[config.mk]
export PLATFORM = sky130hd
export DESIGN_NAME = eeprom_erase_ctrl
export DESIGN_NICKNAME = d
export VERILOG_FILES = /design/src/rtl/ee_erase_pkg.sv /design/src/rtl/ee_key_gate.sv /design/src/rtl/ee_erase_seq.sv /design/src/rtl/eeprom_erase_ctrl.sv
export SDC_FILE = /design/constraint.sdc
export NUM_CORES = 1
export LEC_CHECK = 0
export CAP_MARGIN = 10
export CORE_ASPECT_RATIO = 1.2
export CORE_UTILIZATION = 54
export CTS_CLUSTER_SIZE = 16
export DETAILED_ROUTE_END_ITERATION = 7
export MAX_ROUTING_LAYER = met4
export PLACE_DENSITY = 0.84
export SLEW_MARGIN = 10
export SYNTH_ARGS = -nofsm -noshare
export SYNTH_HDL_FRONTEND = slang
export SYNTH_SLANG_ARGS = --single-unit
[constraint.sdc]
create_clock -name clk -period 4.74 [get_ports clk]
set_clock_uncertainty 0.05 [all_clocks]
set_input_delay 0.948 -clock clk [delete_from_list [all_inputs] [get_ports clk]]
set_output_delay 0.948 -clock clk [all_outputs]
set_load 0.02 [all_outputs]
[src/rtl/ee_erase_pkg.sv]
package ee_erase_pkg;
  typedef enum logic [1:0] {
    SZ_ONE   = 2'b00,
    SZ_FOUR  = 2'b01,
    SZ_EIGHT = 2'b10,
    SZ_ALL   = 2'b11
  } erase_size_e;

  typedef enum logic [1:0] {
    KG_IDLE,
    KG_HALF,
    KG_OPEN1,
    KG_OPEN2
  } key_state_e;

  localparam logic [2:0] REG_CTRL = 3'd0;
  localparam logic [2:0] REG_STAT = 3'd1;
  localparam logic [2:0] REG_PAGE = 3'd2;
  localparam logic [2:0] REG_OFS  = 3'd3;
  localparam logic [2:0] REG_KEY  = 3'd4;

  localparam int CTRL_GO_BIT  = 15;
  localparam int CTRL_WEN_BIT = 14;
  localparam int STAT_FLAG_BIT = 0;
  localparam int STAT_IE_BIT   = 1;

  localparam logic [7:0] KEY_FIRST  = 8'h55;
  localparam logic [7:0] KEY_SECOND = 8'hAA;
endpackage

[src/rtl/ee_key_gate.sv]
module ee_key_gate
  import ee_erase_pkg::*;
(
  input  logic       clk,
  input  logic       rst,
  input  logic       key_wr,
  input  logic [7:0] key_byte,
  input  logic       ctrl_wr,
  output logic       armed
);
  key_state_e st_q, st_d;

  // Any key write off-sequence, any idle cycle in the middle of the key, or
  // any control write while open returns the gate to idle.
  always_comb begin
    st_d = KG_IDLE;
    if (key_wr) begin
      if (st_q == KG_HALF && key_byte == KEY_SECOND) st_d = KG_OPEN1;
      else if (key_byte == KEY_FIRST)                st_d = KG_HALF;
    end else if (!ctrl_wr && st_q == KG_OPEN1) begin
      st_d = KG_OPEN2;
    end
  end

  always_ff @(posedge clk) begin
    if (rst) st_q <= KG_IDLE;
    else     st_q <= st_d;
  end

  assign armed = (st_q == KG_OPEN1) || (st_q == KG_OPEN2);
endmodule

[src/rtl/ee_erase_seq.sv]
module ee_erase_seq
  import ee_erase_pkg::*;
#(
  parameter int AW        = 8,
  parameter int ERASE_CYC = 4
) (
  input  logic          clk,
  input  logic          rst,
  input  logic          start,
  input  erase_size_e   size,
  input  logic [AW-1:0] base,
  output logic          busy,
  output logic          erase,
  output logic [AW-1:0] addr,
  output logic          finish
);
  localparam int CW = (ERASE_CYC > 1) ? $clog2(ERASE_CYC) : 1;
  localparam logic [CW-1:0] CYC_LAST = CW'(ERASE_CYC - 1);
  localparam int LW = AW + 1;

  logic [CW-1:0] cyc_q;
  logic [LW-1:0] left_q;
  logic          busy_q;
  logic [AW-1:0] addr_q;

  logic [AW-1:0] first_addr;
  logic [LW-1:0] first_left;
  logic          word_end;

  always_comb begin
    case (size)
      SZ_ONE: begin
        first_addr = base;
        first_left = '0;
      end
      SZ_FOUR: begin
        first_addr = base & ~AW'(3);
        first_left = LW'(3);
      end
      SZ_EIGHT: begin
        first_addr = base & ~AW'(7);
        first_left = LW'(7);
      end
      default: begin
        first_addr = '0;
        first_left = {1'b0, {AW{1'b1}}};
      end
    endcase
  end

  assign word_end = busy_q && (cyc_q == CYC_LAST);
  assign finish   = word_end && (left_q == '0);

  always_ff @(posedge clk) begin
    if (rst) begin
      busy_q <= 1'b0;
      cyc_q  <= '0;
      left_q <= '0;
      addr_q <= '0;
    end else if (!busy_q) begin
      if (start) begin
        busy_q <= 1'b1;
        cyc_q  <= '0;
        left_q <= first_left;
        addr_q <= first_addr;
      end
    end else if (word_end) begin
      cyc_q <= '0;
      if (left_q == '0) begin
        busy_q <= 1'b0;
      end else begin
        left_q <= left_q - LW'(1);
        addr_q <= addr_q + AW'(1);
      end
    end else begin
      cyc_q <= cyc_q + CW'(1);
    end
  end

  assign busy  = busy_q;
  assign erase = busy_q;
  assign addr  = addr_q;
endmodule

[src/rtl/eeprom_erase_ctrl.sv]
module eeprom_erase_ctrl
  import ee_erase_pkg::*;
#(
  parameter int PAGE_W    = 2,
  parameter int OFS_W     = 6,
  parameter int ERASE_CYC = 4
) (
  input  logic                    clk,
  input  logic                    rst,
  input  logic                    bus_we,
  input  logic [2:0]              bus_addr,
  input  logic [15:0]             bus_wdata,
  output logic [15:0]             bus_rdata,
  output logic                    ee_erase,
  output logic [PAGE_W+OFS_W-1:0] ee_addr,
  output logic                    irq
);
  localparam int AW = PAGE_W + OFS_W;

  logic              wen_q;
  erase_size_e       size_q;
  logic              done_flag;
  logic              irq_en;
  logic [PAGE_W-1:0] page_q;
  logic [OFS_W-1:0]  ofs_q;
  logic [15:0]       rdata_q;
  logic              irq_q;

  logic ctrl_wr, stat_wr, page_wr, ofs_wr, key_wr;
  logic armed, busy, finish, start;

  assign ctrl_wr = bus_we && (bus_addr == REG_CTRL);
  assign stat_wr = bus_we && (bus_addr == REG_STAT);
  assign page_wr = bus_we && (bus_addr == REG_PAGE);
  assign ofs_wr  = bus_we && (bus_addr == REG_OFS);
  assign key_wr  = bus_we && (bus_addr == REG_KEY);

  assign start = ctrl_wr && !busy && armed &&
                 bus_wdata[CTRL_GO_BIT] && bus_wdata[CTRL_WEN_BIT];

  ee_key_gate i_key (
    .clk      (clk),
    .rst      (rst),
    .key_wr   (key_wr),
    .key_byte (bus_wdata[7:0]),
    .ctrl_wr  (ctrl_wr),
    .armed    (armed)
  );

  ee_erase_seq #(
    .AW        (AW),
    .ERASE_CYC (ERASE_CYC)
  ) i_seq (
    .clk    (clk),
    .rst    (rst),
    .start  (start),
    .size   (erase_size_e'(bus_wdata[1:0])),
    .base   ({page_q, ofs_q}),
    .busy   (busy),
    .erase  (ee_erase),
    .addr   (ee_addr),
    .finish (finish)
  );

  always_ff @(posedge clk) begin
    if (rst) begin
      wen_q  <= 1'b0;
      size_q <= SZ_ONE;
      page_q <= '0;
      ofs_q  <= '0;
    end else if (!busy) begin
      if (ctrl_wr) begin
        wen_q  <= bus_wdata[CTRL_WEN_BIT];
        size_q <= erase_size_e'(bus_wdata[1:0]);
      end
      if (page_wr) page_q <= bus_wdata[PAGE_W-1:0];
      if (ofs_wr)  ofs_q  <= bus_wdata[OFS_W-1:0];
    end
  end

  always_ff @(posedge clk) begin
    if (rst) begin
      done_flag <= 1'b0;
      irq_en    <= 1'b0;
    end else begin
      if (stat_wr) begin
        irq_en <= bus_wdata[STAT_IE_BIT];
        if (!bus_wdata[STAT_FLAG_BIT]) done_flag <= 1'b0;
      end
      if (finish) done_flag <= 1'b1;
    end
  end

  always_ff @(posedge clk) begin
    if (rst) begin
      rdata_q <= '0;
      irq_q   <= 1'b0;
    end else begin
      irq_q <= done_flag && irq_en;
      case (bus_addr)
        REG_CTRL: rdata_q <= {busy, wen_q, 12'b0, size_q};
        REG_STAT: rdata_q <= {14'b0, irq_en, done_flag};
        REG_PAGE: rdata_q <= 16'(page_q);
        REG_OFS:  rdata_q <= 16'(ofs_q);
        default:  rdata_q <= '0;
      endcase
    end
  end

  assign bus_rdata = rdata_q;
  assign irq       = irq_q;
endmodule

==> reports/results.ini <==
[grt]
grt_max_degree = 31
antenna_found_initial = 0
grt_pass1_wl_um = 8390
grt_pass1_vias = 1856
grt_usage_pct = 25.9
overflow = 0

[layout]
diodes = 0
layout_common_cells = dfxtp_1, clkdlybuf4s50_1, a21oi_1
final_common_cell = dfxtp_1
fin_nets = 303
drive_gt1_share_pct = 7.19
area_delta_synth_final_pct = 20.6

[worst_setup_path]
slowest_stage = a32o_1
rrSetupSlack_ps = 2080
critical_path.endpoint = i_seq.addr[6]
crit_path_max_incr_delay_ps = 650
cp.arrival_ps = 3000
path_max_fanout = 15
cp-end-kind = flip-flop
reg2reg_from = i_seq.left_q[0]
rr_endpoint = i_seq.left_q[0]
path_cells = clkdlybuf4s50_1 > nor3b_2 > a32o_1 > a21oi_1 > a311oi_1
worstSetupPathType = in -> reg
crit_start = bus_we
r2r_cells = 6
worstSetupStartpointType = primary input
cp.required_ps = 4890

[synth]
syn_inst = 251
synth_edf_count = 0
yosys_register_bits = 44
avgSynthCellArea_um2 = 8.73
ys_seq_area_share_pct = 40.2
ys.flop_type = dfxtp_1
postSynth.asyncResetShare_pct = 0
ys_types = 49
yosys_warnings = 0
synth_area_um2 = 2190

[sta]
period_share_pct = 60.2
slew_violations = 0
tightest_slew_ps = 860
hold_violations = 0
max-slew-margin-rel_pct = 42.2
rsz0062_at_grt = no
fmax_ghz = 0.351
final.setup.tns_ps = 0
setup_viol = 0
final.min_clock_period_ps = 2850

[pwr]
fin_total_pwr_uw = 755
powerDensity_nw_per_um2 = 286
irDropWorstVdd_v = 0.000159
p_leak_nw = 0.890

[clock_tree]
cts.sinks = 44
clock_latency_ps = 290
post_cts_resized = 0
cts_buffers = 5
path_clk_slew_ps = 80
cts_setup_buffers = 0
cts_tree = built
htreeDepth = 2
ctsHoldBuffers = 0
clock-root-buffer = clkbuf_8
cts_max_path_buffers = 2

[min_path]
hold_class = reg -> reg

[run]
maxCapViolCount = 0

[floorplan]
dieArea_um2 = 4320
fp.dieW_um = 60.2
initial_core_util_pct = 56.1
rows = 25
die_h_um = 71.8
core_area_um2 = 3910
io_pins = 48

[routing]
routedWlPerCell_um = 15.1
wirelength_um = 5020
antenna_left = 0
drc_errors = 0
num_vias = 1976
dr.pass1.iters = 4
vias_per_cell = 5.95
drt_iter0_markers = 126

[outcome]
outcome = finished clean

[placement]
gp_congestion = 0.835
io_buffers = 33
dp_hpwl_um = 3340

[sequential cells by signal (all words and copies together), names as in the netlist]
register	cells
i_seq.busy	1
size_q	2
i_seq.left_q	9
irq_en	1
page_q	2
i_seq.cyc_q	2
wen_q	1
bus_rdata	8
i_key.st_q	2
irq	1
done_flag	1
ofs_q	6
i_seq.addr	8
[power by group]
part | total [mW] | internal, mW | switching [mW] | leakage [nW]
sequential | 0.373 | 0.372 | 0.00171 | 0.355
combinational | 0.0494 | 0.0205 | 0.0289 | 0.472
clock | 0.333 | 0.207 | 0.125 | 0.0642
[worst min-delay path by stage]
stage	start	end	slack [ps]	depth (start not counted)
after floorplan	irq_en	irq	370	2
after global placement	wen_q	wen_q	390	2
after detailed placement	wen_q	wen_q	400	2
after CTS	wen_q	wen_q	410	2
after global routing	size_q[1]	size_q[1]	430	2
final	wen_q	wen_q	410	2
[metrics by stage]
step	util, %	setup slack (ps)	instance area, µm²	std cells	hold WS, ps
after floorplan	-	2470	2220	258	370
after global placement	64.3	1630	2510	325	394
after detailed placement	64.3	1590	2510	325	402
after CTS	67.6	1890	2640	332	415
after global routing	67.6	1680	2640	332	431
final	67.6	1890	2640	332	410
[cell families (layout without fill, tap and decap cells)]
group / Yosys count / after routing / synth area share [%]
AO/OA/AOI/OAI: 67 / 67 / 19.7
XOR/XNOR: 1 / 1 / 0.400
adder cells (fa/ha/maj): 3 / 3 / 1.71
buffers and inverters: 30 / 50 / 7.02
flip-flops: 44 / 44 / 40.2
multiplexers: 11 / 11 / 6.22
other: 1 / 8 / 0.171
AND/OR/NAND/NOR: 94 / 94 / 24.5
[critical path, delay by kind of cell]
family | cells | cell delay, ps
AO/OA/AOI/OAI | 3 | 1040
AND/OR/NAND/NOR | 1 | 480
buffers and inverters | 1 | 540
[cells in the mapped netlist, drive strengths merged (2+ instances only)]
master / count / area, µm²
a211oi: 4 / 30.0
a21oi: 24 / 120
a22oi: 3 / 22.5
a311oi: 3 / 26.3
a31oi: 4 / 25.0
a32oi: 2 / 17.5
and2: 7 / 43.8
and3: 5 / 31.3
buf: 11 / 82.6
clkbuf: 13 / 48.8
dfxtp: 44 / 881
ha: 3 / 37.5
inv: 6 / 22.5
mux2i: 8 / 80.1
mux4: 2 / 45.0
nand2: 14 / 52.6
nand2b: 4 / 25.0
nand3: 13 / 65.1
nand3b: 3 / 22.5
nand4: 5 / 31.3
nand4b: 2 / 17.5
nand4bb: 2 / 22.5
nor2: 21 / 78.8
nor3: 5 / 25.0
nor4: 3 / 33.8
o21a: 3 / 22.5
o21ai: 8 / 40.0
o31ai: 10 / 75.1
or4: 4 / 35.0
[layer usage]
metal	global-route usage (%)	vias to the layer above	wire, µm
met3	3.97	13	228
met4	11.1	0	97
li1	-	965	-
met2	41.5	65	2530
met5	-	-	0
met1	31.7	933	2170
[area by class of cell]
class | instances | area [µm²]
Clock buffer | 5 | 68.8
Clock inverter | 2 | 60.1
Fill cell | 302 | 1270
Inverter | 6 | 22.5
Multi-Input combinational cell | 184 | 1180
Sequential cell | 44 | 881
Tap cell | 54 | 67.6
Timing Repair Buffer | 37 | 360
(Power assumes the default switching activity.)
